--- src/rtl/fpb_pkg.sv ---
package fpb_pkg;
    localparam int LINE_BYTES = 16;
    localparam int LINE_BITS  = LINE_BYTES * 8;

    typedef enum logic [1:0] {
        ST_IDLE   = 2'd0,
        ST_PREF   = 2'd1,
        ST_DEMAND = 2'd2
    } fpb_state_e;

    localparam logic [1:0] SZ_BYTE = 2'd0;
    localparam logic [1:0] SZ_HALF = 2'd1;
endpackage

--- src/rtl/fpb_line_store.sv ---
module fpb_line_store
    import fpb_pkg::*;
#(
    parameter int TAG_W = 13
) (
    input  logic                          clk,
    input  logic                          rst_n,
    input  logic                          flush,
    input  logic                          inv_en,
    input  logic                          inv_idx,
    input  logic                          wr_en,
    input  logic                          wr_idx,
    input  logic [TAG_W-1:0]              wr_tag,
    input  logic [LINE_BITS-1:0]          wr_data,
    input  logic [TAG_W-1:0]              look_tag,
    output logic [1:0]                    hit_vec,
    output logic [1:0]                    valid_o,
    output logic [1:0][TAG_W-1:0]         tag_o,
    output logic [1:0][LINE_BITS-1:0]     data_o
);
    for (genvar g = 0; g < 2; g++) begin : g_entry
        always_ff @(posedge clk or negedge rst_n) begin
            if (!rst_n) begin
                valid_o[g] <= 1'b0;
            end else if (flush) begin
                valid_o[g] <= 1'b0;
            end else if (wr_en && (wr_idx == 1'(g))) begin
                valid_o[g] <= 1'b1;
            end else if (inv_en && (inv_idx == 1'(g))) begin
                valid_o[g] <= 1'b0;
            end
        end

        always_ff @(posedge clk) begin
            if (wr_en && (wr_idx == 1'(g))) begin
                tag_o[g]  <= wr_tag;
                data_o[g] <= wr_data;
            end
        end

        assign hit_vec[g] = valid_o[g] && (tag_o[g] == look_tag);
    end

    // A line is never held twice, so at most one entry can hit.
    assert_unique_tags_R3: assert property (@(posedge clk) disable iff (!rst_n)
        !(valid_o[0] && valid_o[1] && (tag_o[0] == tag_o[1])));

    assert_flush_clears_R9: assert property (@(posedge clk) disable iff (!rst_n)
        $past(flush) |-> (valid_o == 2'b00));
endmodule

--- src/rtl/fpb_wait_timer.sv ---
module fpb_wait_timer #(
    parameter int WS_W = 3
) (
    input  logic            clk,
    input  logic            rst_n,
    input  logic            start,
    input  logic [WS_W-1:0] load,
    output logic            done
);
    logic [WS_W-1:0] cnt_q;

    always_ff @(posedge clk or negedge rst_n) begin
        if (!rst_n) begin
            cnt_q <= '0;
        end else if (start) begin
            cnt_q <= load;
        end else if (cnt_q != '0) begin
            cnt_q <= cnt_q - 1'b1;
        end
    end

    assign done = (cnt_q == '0);
endmodule

--- src/rtl/fpb_lane_pick.sv ---
module fpb_lane_pick
    import fpb_pkg::*;
(
    input  logic [LINE_BITS-1:0] line,
    input  logic [3:0]           off,
    input  logic [1:0]           size,
    output logic [31:0]          data
);
    always_comb begin
        unique case (size)
            SZ_BYTE: data = {24'b0, line[{off, 3'b000} +: 8]};
            SZ_HALF: data = {16'b0, line[{off[3:1], 4'b0000} +: 16]};
            default: data = line[{off[3:2], 5'b00000} +: 32];
        endcase
    end
endmodule

--- src/rtl/fpb_ctrl.sv ---
module fpb_ctrl
    import fpb_pkg::*;
#(
    parameter int ADDR_W   = 32,
    parameter int FLASH_AW = 17,
    parameter int WS_W     = 3
) (
    input  logic                   clk,
    input  logic                   rst_n,
    input  logic                   flush,
    input  logic [WS_W-1:0]        wait_states,
    input  logic                   req_valid,
    output logic                   req_ready,
    input  logic [ADDR_W-1:0]      req_addr,
    input  logic [1:0]             req_size,
    output logic                   rsp_valid,
    output logic [31:0]            rsp_data,
    output logic                   fl_rd,
    output logic [FLASH_AW-5:0]    fl_line,
    input  logic [LINE_BITS-1:0]   fl_data
);
    localparam int LINE_AW = FLASH_AW - 4;

    fpb_state_e         state_q, state_d;
    logic [LINE_AW-1:0] line_q, line_d;
    logic               tgt_q, tgt_d;
    logic               cur_q, cur_d;
    logic [3:0]         off_q;
    logic [1:0]         size_q;

    logic               acc, hit_any, hit_idx, done, tmr_done, tmr_start;
    logic               wr_en, inv_en, inv_idx;
    logic               other_has_next, spare_has_next;
    logic [1:0]         hit_vec, hit_ok, valid_v;
    logic [1:0][LINE_AW-1:0]   tag_v;
    logic [1:0][LINE_BITS-1:0] data_v;
    logic [LINE_AW-1:0] req_line, nxt_req, nxt_fl;
    logic [LINE_BITS-1:0] pick_line;
    logic [3:0]         pick_off;
    logic [1:0]         pick_size;
    logic [31:0]        pick_data;
    logic               unused_addr_bits;

    assign unused_addr_bits = ^req_addr[ADDR_W-1:FLASH_AW];
    assign req_line  = req_addr[FLASH_AW-1:4];
    assign nxt_req   = req_line + 1'b1;
    assign nxt_fl    = line_q + 1'b1;
    assign req_ready = (state_q != ST_DEMAND);
    assign acc       = req_valid && req_ready;
    assign hit_ok    = hit_vec & {2{~flush}};
    assign hit_any   = |hit_ok;
    assign hit_idx   = hit_ok[1];
    assign done      = tmr_done && (state_q != ST_IDLE);
    assign fl_rd     = (state_q != ST_IDLE);
    assign fl_line   = line_q;

    assign other_has_next = valid_v[~hit_idx] && (tag_v[~hit_idx] == nxt_req);
    assign spare_has_next = valid_v[~tgt_q] && (tag_v[~tgt_q] == nxt_fl);

    fpb_line_store #(.TAG_W(LINE_AW)) u_store (
        .clk      (clk),
        .rst_n    (rst_n),
        .flush    (flush),
        .inv_en   (inv_en),
        .inv_idx  (inv_idx),
        .wr_en    (wr_en),
        .wr_idx   (tgt_q),
        .wr_tag   (line_q),
        .wr_data  (fl_data),
        .look_tag (req_line),
        .hit_vec  (hit_vec),
        .valid_o  (valid_v),
        .tag_o    (tag_v),
        .data_o   (data_v)
    );

    fpb_wait_timer #(.WS_W(WS_W)) u_timer (
        .clk   (clk),
        .rst_n (rst_n),
        .start (tmr_start),
        .load  (wait_states),
        .done  (tmr_done)
    );

    assign pick_line = (state_q == ST_DEMAND) ? fl_data : data_v[hit_idx];
    assign pick_off  = (state_q == ST_DEMAND) ? off_q   : req_addr[3:0];
    assign pick_size = (state_q == ST_DEMAND) ? size_q  : req_size;

    fpb_lane_pick u_lane (
        .line (pick_line),
        .off  (pick_off),
        .size (pick_size),
        .data (pick_data)
    );

    // State register process
    always_ff @(posedge clk or negedge rst_n) begin
        if (!rst_n) begin
            state_q <= ST_IDLE;
            line_q  <= '0;
            tgt_q   <= 1'b0;
            cur_q   <= 1'b0;
        end else begin
            state_q <= state_d;
            line_q  <= line_d;
            tgt_q   <= tgt_d;
            cur_q   <= cur_d;
        end
    end

    // Next-state and control
    always_comb begin
        state_d   = state_q;
        line_d    = line_q;
        tgt_d     = tgt_q;
        cur_d     = cur_q;
        tmr_start = 1'b0;
        wr_en     = 1'b0;
        inv_en    = 1'b0;
        inv_idx   = tgt_q;
        unique case (state_q)
            ST_IDLE, ST_PREF: begin
                if (acc && !hit_any) begin
                    state_d   = ST_DEMAND;
                    line_d    = req_line;
                    tgt_d     = ~cur_q;
                    tmr_start = 1'b1;
                    inv_en    = 1'b1;
                    inv_idx   = ~cur_q;
                end else begin
                    if (state_q == ST_PREF) begin
                        if (flush) begin
                            state_d = ST_IDLE;
                        end else if (done) begin
                            wr_en   = 1'b1;
                            state_d = ST_IDLE;
                        end
                    end
                    if (acc && hit_any) begin
                        cur_d = hit_idx;
                        if ((state_q == ST_IDLE) && !other_has_next) begin
                            state_d   = ST_PREF;
                            line_d    = nxt_req;
                            tgt_d     = ~hit_idx;
                            tmr_start = 1'b1;
                            inv_en    = 1'b1;
                            inv_idx   = ~hit_idx;
                        end
                    end
                end
            end
            ST_DEMAND: begin
                if (done) begin
                    wr_en = 1'b1;
                    cur_d = tgt_q;
                    if (!flush && !spare_has_next) begin
                        state_d   = ST_PREF;
                        line_d    = nxt_fl;
                        tgt_d     = ~tgt_q;
                        tmr_start = 1'b1;
                        inv_en    = 1'b1;
                        inv_idx   = ~tgt_q;
                    end else begin
                        state_d = ST_IDLE;
                    end
                end
            end
            default: state_d = ST_IDLE;
        endcase
    end

    // Output process
    always_ff @(posedge clk or negedge rst_n) begin
        if (!rst_n) begin
            rsp_valid <= 1'b0;
            rsp_data  <= '0;
            off_q     <= '0;
            size_q    <= '0;
        end else begin
            rsp_valid <= (acc && hit_any) || ((state_q == ST_DEMAND) && done);
            if ((acc && hit_any) || ((state_q == ST_DEMAND) && done)) begin
                rsp_data <= pick_data;
            end
            if (acc) begin
                off_q  <= req_addr[3:0];
                size_q <= req_size;
            end
        end
    end

    assert_hit_next_cycle_R3: assert property (@(posedge clk) disable iff (!rst_n)
        (acc && hit_any) |=> rsp_valid);

    assert_miss_not_next_cycle_R2: assert property (@(posedge clk) disable iff (!rst_n)
        (acc && !hit_any) |=> !rsp_valid);

    assert_ready_low_after_miss_R11: assert property (@(posedge clk) disable iff (!rst_n)
        (acc && !hit_any) |=> !req_ready);

    assert_line_stable_R2: assert property (@(posedge clk) disable iff (!rst_n)
        (fl_rd && $past(fl_rd) && !$past(tmr_start)) |-> $stable(fl_line));
endmodule

--- config.mk ---
export PLATFORM = sky130hd
export DESIGN_NAME = fpb_ctrl
export DESIGN_NICKNAME = d
export VERILOG_FILES = /design/src/rtl/fpb_pkg.sv /design/src/rtl/fpb_line_store.sv /design/src/rtl/fpb_wait_timer.sv /design/src/rtl/fpb_lane_pick.sv /design/src/rtl/fpb_ctrl.sv
export SDC_FILE = /design/constraint.sdc
export NUM_CORES = 1
export LEC_CHECK = 0
export BUFFER_PORTS_ARGS = -buffer_cell sky130_fd_sc_hd__buf_2
export CORE_UTILIZATION = 25
export DETAILED_ROUTE_END_ITERATION = 8
export PLACE_DENSITY = 0.48
export SLEW_MARGIN = 10
export SYNTH_ARGS = -nofsm -noshare
export SYNTH_HDL_FRONTEND = slang
export SYNTH_SLANG_ARGS = --single-unit
--- constraint.sdc ---
create_clock -name clk -period 10.8 [get_ports clk]
set_input_delay 1.62 -clock clk [delete_from_list [all_inputs] [get_ports clk]]
set_output_delay 1.62 -clock clk [all_outputs]
set_load 0.01 [all_outputs]
==> results of run 1 <==
## cell type report
type | count | area share [%]
flip-flops and latches | 343 | 48.5
clock buffers | 61 | 6.15
repair buffers | 222 | 5.78
inverters | 10 | 0.207
diodes | 6 | 0.0729
clock inverters | 19 | 0.978
well taps | 873 | 5.30
multi-input cells | 1103 | 33.0
## metrics by stage
step	cells	area, µm²	hold WS [ps]	setup slack (ps)	utilization [%]
2_1_floorplan	1571	17200	479	842	-
3_3_place_gp	2551	19100	461	4740	28.2
3_5_place_dp	2551	19100	466	4740	28.2
4_1_cts	2631	20600	479	5360	30.4
5_1_grt	2634	20600	490	5140	30.4
6_report	2637	20600	476	5410	30.4
## state kept, by name (all words and copies together) (netlist names)
register         count
u_store.valid_o      2
cur_q                1
rsp_data            32
tgt_q                1
u_store.tag_o       26
fl_line             13
rsp_valid            1
u_timer.cnt_q        3
u_store.data_o     256
off_q                4
state_q              2
size_q               2
## power by group through the flow
stage               Sequential, mW  Combinational, mW  Clock, mW
global route                  1.91               2.50       1.59
finish                        1.89               2.28       1.50
global placement              1.90               2.28          0
floorplan                     1.91               1.50          0
CTS                           1.89               2.30       1.54
detailed placement            1.91               2.29          0
## kinds of logic (layout without fill, tap and decap cells)
kind of cell	count (synthesis)	in the layout	synth area share [%]
xor gates and xnor gates	77	77	4.07
and+or+nand+nor	538	538	13.3
buffers and inverters	125	312	3.13
DFF	343	343	58.0
AOI/OAI and AO/OA	393	393	15.0
muxes	91	91	6.21
other	0	6	0
adders and majority gates	4	4	0.290
## layer usage
layer / vias to the layer above / track usage (%) / wire [µm]
met5: - / 0 / 120
met1: 6409 / 22.6 / 26900
met3: 102 / 3.89 / 3530
met2: 398 / 25.6 / 26500
met4: 20 / 5.01 / 1400
li1: 6199 / - / -
## worst register-to-register path, cell delays in order (launching register included)
cell      delay (ps)
edfxtp_1         450
xor2_1           210
nor4_2           470
nand4_4          660
buf_4            600
a31oi_1          270
o31ai_1           90
or4_1            610
o31a_1           380
nand3b_4         420
mux2_4           430
## layout by cell type, fill, tap and decap left out, types with 5 or more instances in the layout
| cell type | instances |
|---|---|
| dfrtp_1 | 61 |
| o221ai_1 | 16 |
| and3_1 | 7 |
| xnor2_1 | 33 |
| nor4_1 | 10 |
| edfxtp_1 | 282 |
| nand4_1 | 9 |
| o21ai_0 | 76 |
| a32oi_1 | 5 |
| o211ai_1 | 20 |
| nand2_1 | 288 |
| clkbuf_16 | 45 |
| clkbuf_1 | 8 |
| nor2_1 | 133 |
| xor2_1 | 42 |
| a21oi_1 | 66 |
| nor3_1 | 24 |
| buf_4 | 20 |
| mux4_2 | 10 |
| a22oi_1 | 13 |
| a22o_1 | 19 |
| inv_1 | 8 |
| a31oi_1 | 65 |
| clkbuf_8 | 8 |
| and2_1 | 5 |
| o21a_1 | 6 |
| mux2_2 | 10 |
| buf_2 | 200 |
| diode_2 | 6 |
| o22ai_1 | 8 |
| clkinv_2 | 8 |
| mux2i_1 | 62 |
| nand2b_1 | 6 |
| nand3_1 | 33 |
| a211oi_1 | 71 |
## path summary, 6_finish.rpt
path                                   start      endpoint  slack [ps]  cells past startpoint
min reg2reg                     rsp_data[10]  rsp_data[10]         480                      2
max in group asynchronous              rst_n   rsp_data[4]        8860                      2
min in group asynchronous              rst_n    fl_line[5]         910                      1
max                              req_addr[7]    fl_line[5]        5410                     11
min                             rsp_data[10]  rsp_data[10]         480                      2
max reg2reg                u_store.tag_o[18]    fl_line[5]        6100                     10
==> flow_summary.ini, run 1 <==
[synth]
syn_inst = 1571
synth_nets = 1744
synth_most_common_cell = nand2_1
ys_types = 66
yosysWarnings = 0
ys_ff_latch = 343
avgSynthCellArea_um2 = 11.0
synth_area_leaders = edfxtp_1, dfrtp_1, nand2_1, mux2i_1, a211oi_1
netlist.area_leader.share_pct = 49.1
yosysSeqAreaShare_pct = 58.0
synth.top_cells.by_count = nand2_1, edfxtp_1, nor2_1
yosysTopAreaCell = edfxtp_1
synth_edf_count = 282
synth_area_mm2 = 0.0172
async_reset_ff_share_pct = 17.8
synth_ff_type = edfxtp_1

[clocking]
cts_tree = built
h-tree-depth = 2
clk_latency_ps = 580
cts_setup_buffers = 0
clkTransAtPathRegs_ps = 60
clock_sinks = 343
clk_path_buf_depth = 3
root_buffer = clkbuf_16
postCtsResizedCells = 0
cts_hold_buf = 0
cts_buffers = 43

[layout]
syn_to_final_growth_pct = 19.4
multi_input_area_mm2 = 0.00679
num-nets-final = 1896
layout-drive-gt1-share_pct = 19.2
seq_area_mm2 = 0.00999
nFillCells = 7015

[timing]
hold_violations = 0
finalSetupTns_ps = 0
maxSlewViolCount = 0
setup_viol = 0
post-route-period-util_pct = 49.9
tightest_slew_ps = 966
clock_skew_ps = 22.7
slew_headroom_pct = 34.2
rsz0062_at_grt = false
clock.fmax_ghz = 0.185
post-route-min-period_ps = 5390

[detailed_routing]
drtIter0Drc = 944
wl_mm = 58.4
viasPerCell = 4.98
ant_nets = 0
drtPass1Iterations = 5
routedWlPerCell_um = 22.2
drc = 0
vias = 13100

[power]
intPower_mw = 3.37
p_total_mw = 5.66
switching_share_pct = 40.4
comb_power_share_pct = 40.3
p_per_area_mw_per_mm2 = 275
pwr-share-clk_pct = 26.4
p_leak_nw = 7.45
p_switching_mw = 2.29
vdd_drop_max_uv = 190
share_seq_of_total_power_pct = 33.3

[floorplanning]
start_util_pct = 25.5
num_rows = 95
die_area_mm2 = 0.0700
die_h_um = 265
die_x_um = 265
core_mm2 = 0.0678
io_pins = 217

[job]
drv_cap = 0

[global_routing]
grt_pass1_vias = 12900
grt_pass1_wl_mm = 86.1
grt.overflow.total = 0
grt_max_degree = 135
track_usage_pct = 16.4
antenna_found_initial = 27

[worst_setup_path]
critPathLaunchType = input pin
crit_path_cell_trace = buf_2 -> xor2_1 -> nor4_2 -> nand4_4 -> buf_4 -> a31oi_1 -> o31ai_1 -> or4_1 -> o31a_1 -> nand3b_4 -> mux2_4
end_kind = flop
required_ps = 11260
slowest_delay_ps = 660
timing.setup.critical_path_class = input pin to flop
cp_top_family = simple AND/OR/NAND/NOR gates
slowest_stage = nand4_4
crit_arrival_ps = 5860
cp.buffers_inverters = 2
cp_max_fo = 39

[status]
status = complete, no violations

[place]
gp_congestion = 0.834
dp_hpwl_mm = 39.8
io_buffer_count = 201

[worst_hold_path]
hp-class = flop to flop
Power figures use the tool's default switching activity.
==> run 2: changes to the inputs <==
- clock period: 10.8 -> 5.6 ns (I/O delays scaled with it)
==> flow_summary.ini, run 2 (synthesis gave the netlist of run 1 again) <==
[clocking]
postCtsResizedCells = 0
cts_setup_buffers = 0
clkTransAtPathRegs_ps = 60
root_buffer = clkbuf_16
clk_path_buf_depth = 3
clock_sinks = 343
clk_latency_ps = 570
h-tree-depth = 2
cts_buffers = 40
cts_tree = built
cts_hold_buf = 0

[global_routing]
top_usage_layer = met2
antenna_found_initial = 23
grt.overflow.total = 0
grt_pass1_wl_mm = 87.6
grt_max_degree = 102
met3_usage_pct = 4.45
grtUsageMet2_pct = 26.4
grt_pass1_vias = 13200
track_usage_pct = 16.6
use_met1_pct = 22.3

[timing]
whs_ps = 371
clock_skew_ps = 21.7
slew_headroom_pct = 28.9
post-route-min-period_ps = 4170
setup_viol = 0
clock.fmax_ghz = 0.240
maxSlewViolCount = 0
tightest_slew_ps = 1070
hold_violations = 0
post-route-period-util_pct = 74.5
rsz0062_at_grt = false
finalSetupTns_ps = 0

[worst_setup_path]
r2r_slack_ps = 1430
cp_top_family = simple AND/OR/NAND/NOR gates
crit_path_cell_trace = xor2_1 -> nor4_2 -> and4_4 -> a31oi_1 -> and3_1 -> nor3_1 -> o21ai_0 -> nor2_4 -> buf_12
cp.buffers_inverters = 1
crit_arrival_ps = 4370
slowest_stage = and3_1
slowest_delay_ps = 530
timing.setup.critical_path_class = flop to flop
critPathLaunchType = flop
cp_max_fo = 72
end_kind = flop
required_ps = 5790

[place]
io_buffer_count = 201
dp_cells = 2554
dp_hpwl_mm = 40.4
gp_congestion = 0.835

[floorplanning]
die_area_mm2 = 0.0700
die_h_um = 265
num_rows = 95
die_x_um = 265
core_mm2 = 0.0678
start_util_pct = 25.5
io_pins = 217

[detailed_routing]
drc = 0
vias = 13300
drtPass1Iterations = 7
wl_mm = 58.3
ant_nets = 0
viasPerCell = 5.06
drtIter0Drc = 1075
routedWlPerCell_um = 22.1

[power]
vdd_drop_max_uv = 338
p_per_area_mw_per_mm2 = 519
p_total_mw = 10.6
p_leak_nw = 7.37

[layout]
largestRegisters = u_store.data_o: 256 flops, rsp_data: 32 flops, u_store.tag_o: 26 flops
largest_reg_flops = 256
nFillCells = 6960
fin_cells = 2632
layout-drive-gt1-share_pct = 18.7
regMostFlops = u_store.data_o
final_common_cell = nand2_1
final_cell_mix = nand2_1, edfxtp_1, buf_2
postLayoutCoreUtil_pct = 30.1
num-nets-final = 1896
syn_to_final_growth_pct = 18.5

[job]
drv_cap = 0

[status]
status = complete, no violations

[worst_hold_path]
hp-class = input pin to async pin
-- run 2: worst register-to-register path, cell delays in order, from the launching register on --
cell      delay [ps]
edfxtp_1         450
xor2_1           200
nor4_2           490
and4_4           480
a31oi_1          160
and3_1           530
nor3_1           230
o21ai_0          230
nor2_4           500
buf_12           410
-- run 2: final timing paths --
check	endpoint	cells past startpoint	start
setup / recovery	u_store.data_o[199]	9	u_store.tag_o[18]
hold / removal	fl_line[12]	1	rst_n
setup reg to reg	u_store.data_o[199]	9	u_store.tag_o[18]
hold reg to reg	rsp_data[10]	2	rsp_data[10]
max in group asynchronous	rsp_data[4]	1	rst_n
min in group clk	u_store.data_o[200]	1	fl_data[72]
-- run 2: stage by stage --
stage                     instance area [µm²]  setup WS, ps
after floorplan                         17300         -1220
after global placement                  19200           957
after detailed placement                19200           894
after CTS                               20400          1400
after global routing                    20400          1200
final                                   20400          1430
-- run 2: layout make-up --
type	instances	area (µm²)	area share (%)
inverters	10	42.5	0.208
clock buffers	53	1060	5.19
well taps	873	1090	5.35
diodes	4	10.0	0.0490
repair buffers	225	1250	6.13
multi-input cells	1103	6790	33.3
flip-flops and latches	343	9990	48.9
clock inverters	21	183	0.894
-- run 2: where the power goes --
part | internal [mW] | total [mW] | switching (mW)
sequential | 3.31 | 3.66 | 0.353
combinational | 1.49 | 4.42 | 2.93
clock | 1.44 | 2.51 | 1.08
total | 6.24 | 10.6 | 4.36
-- run 2: metal layers --
layer | part of all wire, % | vias to the layer above | wire length, µm
met2 | 46 | 434 | 26600
met3 | 7.8 | 95 | 4520
met5 | 0.25 | - | 147
li1 | - | 6186 | -
met4 | 2.2 | 26 | 1270
met1 | 44 | 6570 | 25800
==> run 3: changes to the inputs <==
- ABC_AREA: unset -> 1
- clock period: 5.6 -> 4 ns (I/O delays scaled with it)
==> flow_summary.ini, run 3 <==
[status]
status = complete, no violations

[detailed_routing]
drtPass1Iterations = 5
ant_nets = 0
drc = 0
wl_mm = 69.4
vias = 15800
routedWlPerCell_um = 21.3
drtIter0Drc = 1384
viasPerCell = 4.85

[layout]
fin_cells = 3250
diodes = 0
syn_to_final_growth_pct = 21.0
postLayoutCoreUtil_pct = 30.6
final_common_cell = nand2_1
final_cell_mix = nand2_1, edfxtp_1, nand3_1
layout-drive-gt1-share_pct = 18.0
num-nets-final = 2441
largest_reg_flops = 256
regMostFlops = u_store.data_o
largestRegisters = u_store.data_o: 256 flops, rsp_data: 32 flops, u_store.tag_o: 26 flops

[clocking]
clkTransAtPathRegs_ps = 60
clk_path_buf_depth = 3
clock_sinks = 343
cts_tree = built
root_buffer = clkbuf_16
h-tree-depth = 2
cts_buffers = 41
clk_latency_ps = 570
cts_setup_buffers = 0
cts_hold_buf = 0
postCtsResizedCells = 0

[synth]
ys_ff_latch = 343
ys_types = 49
yosysSeqAreaShare_pct = 55.3
yosysTopAreaCell = edfxtp_1
synth_nets = 2236
yosysWarnings = 0
synth_ff_type = edfxtp_1
netlist.area_leader.share_pct = 46.9
synth_most_common_cell = nand2_1
synth_area_leaders = edfxtp_1, nand2_1, dfrtp_1, nand3_1, o21ai_0
synth_edf_count = 282
async_reset_ff_share_pct = 17.8
synth_area_mm2 = 0.0181
synth.top_cells.by_count = nand2_1, edfxtp_1, nand3_1
avgSynthCellArea_um2 = 8.75
syn_inst = 2063

[timing]
setup_viol = 0
slew_headroom_pct = 37.5
clock_skew_ps = 26.3
maxSlewViolCount = 0
clock.fmax_ghz = 0.288
hold_violations = 0
post-route-period-util_pct = 86.7
rsz0062_at_grt = false
tightest_slew_ps = 938
post-route-min-period_ps = 3470
whs_ps = 60.3

[worst_setup_path]
crit_top_cell = nand3_1
r2r-start = state_q[1]
slowest_stage = o21ai_2
end_kind = flop
reg2reg_depth = 10
crit_path_cell_trace = inv_2 -> nor2_4 -> inv_6 -> o21ai_2 -> inv_1 -> o211ai_1 -> nand3_1 -> nand3_1 -> nand3_1 -> a21oi_1
slowest_delay_ps = 690
cp_max_fo = 22
rr_endpoint = rsp_data[3]
critPathLaunchType = flop
timing.setup.critical_path_class = flop to flop
crit_arrival_ps = 3960
r2r_slack_ps = 530
required_ps = 4500

[floorplanning]
core_mm2 = 0.0715
start_util_pct = 25.3
io_pins = 217
die_x_um = 271
die_area_mm2 = 0.0733
die_h_um = 271
num_rows = 98

[global_routing]
antenna_found_initial = 25
grt_max_degree = 89
grt_pass1_wl_mm = 101
grt_pass1_vias = 15000
track_usage_pct = 18.5
grt.overflow.total = 0

[place]
dp_cells = 3175
io_buffer_count = 201
dp_hpwl_mm = 52.3
gp_congestion = 0.944

[power]
p_leak_nw = 8.81
vdd_drop_max_uv = 356
p_per_area_mw_per_mm2 = 750

[worst_hold_path]
hp-class = input pin to async pin

[job]
drv_cap = 0
run 3: cell types whose count changed after synthesis, sizes merged, moves of 19 or more:
cell,change
nand2,+296
nand3,+227
inv,+117
o21ai,+111
a211oi,-71
mux2i,-65
nor2,+62
a31oi,-56
xnor2,-31
a31o,+22
xor2,-21
buf,+19
run 3: power breakdown:
part | internal (mW) | total [mW] | switching, mW
logic | 2.36 | 7.67 | 5.31
clock network | 2.19 | 3.74 | 1.54
registers | 4.57 | 4.99 | 0.415
total | 9.13 | 16.4 | 7.26
run 3: worst max path at each step:
| stage | from | endpoint | slack, ps | cells after the start |
|---|---|---|---|---|
| global placement | req_addr[4] | rsp_data[10] | 370 | 17 |
| finish | state_q[1] | rsp_data[3] | 530 | 10 |
| global route | state_q[1] | rsp_data[0] | 270 | 11 |
| CTS | state_q[1] | rsp_data[3] | 650 | 10 |
| detailed placement | req_addr[4] | rsp_data[10] | 410 | 18 |
| floorplan | req_addr[4] | u_store.data_o[0] | -470 | 15 |
run 3: area by class of cell:
class                           count  area [µm²]
Clock buffer                       57        1140
Timing Repair Buffer              283        1790
Sequential cell                   343        9990
Tap cell                          950        1190
Inverter                          129         504
Clock inverter                     18         201
Fill cell                        7562       49600
Multi-Input combinational cell   1470        7040
run 3: stage by stage:
stage	setup slack, ps	power, mW	cell area (µm²)	setup TNS, ps
3_3_place_gp	374	12.6	20500	0
3_5_place_dp	412	12.7	20500	0
2_1_floorplan	-468	9.59	18100	-129980
5_1_grt	269	17.4	21900	0
6_report	533	16.4	21900	0
4_1_cts	650	16.5	21900	0
run 3: cells by family after synthesis:
group	count (synthesis)	synth area share [%]
fa+ha+maj	4	0.277
compound gates	361	12.1
xor+xnor	24	1.24
simple gates	1081	25.0
buf+inv	250	6.03
flops	343	55.3
run 3: per-layer routing:
layer / up-vias / track usage (%) / routed length, µm
li1: 7531 / - / -
met1: 7588 / 25.8 / 31900
met2: 499 / 29.2 / 31700
met3: 114 / 4.06 / 4370
met4: 26 / 3.93 / 1310
met5: - / 0 / 159
run 3: critical path, delay by kind of cell, from the launching register on:
family	cells	cell delay (ps)
AOI/OAI and AO/OA	3	1430
buffers and inverters	3	900
and+or+nand+nor	4	570
DFF	1	460
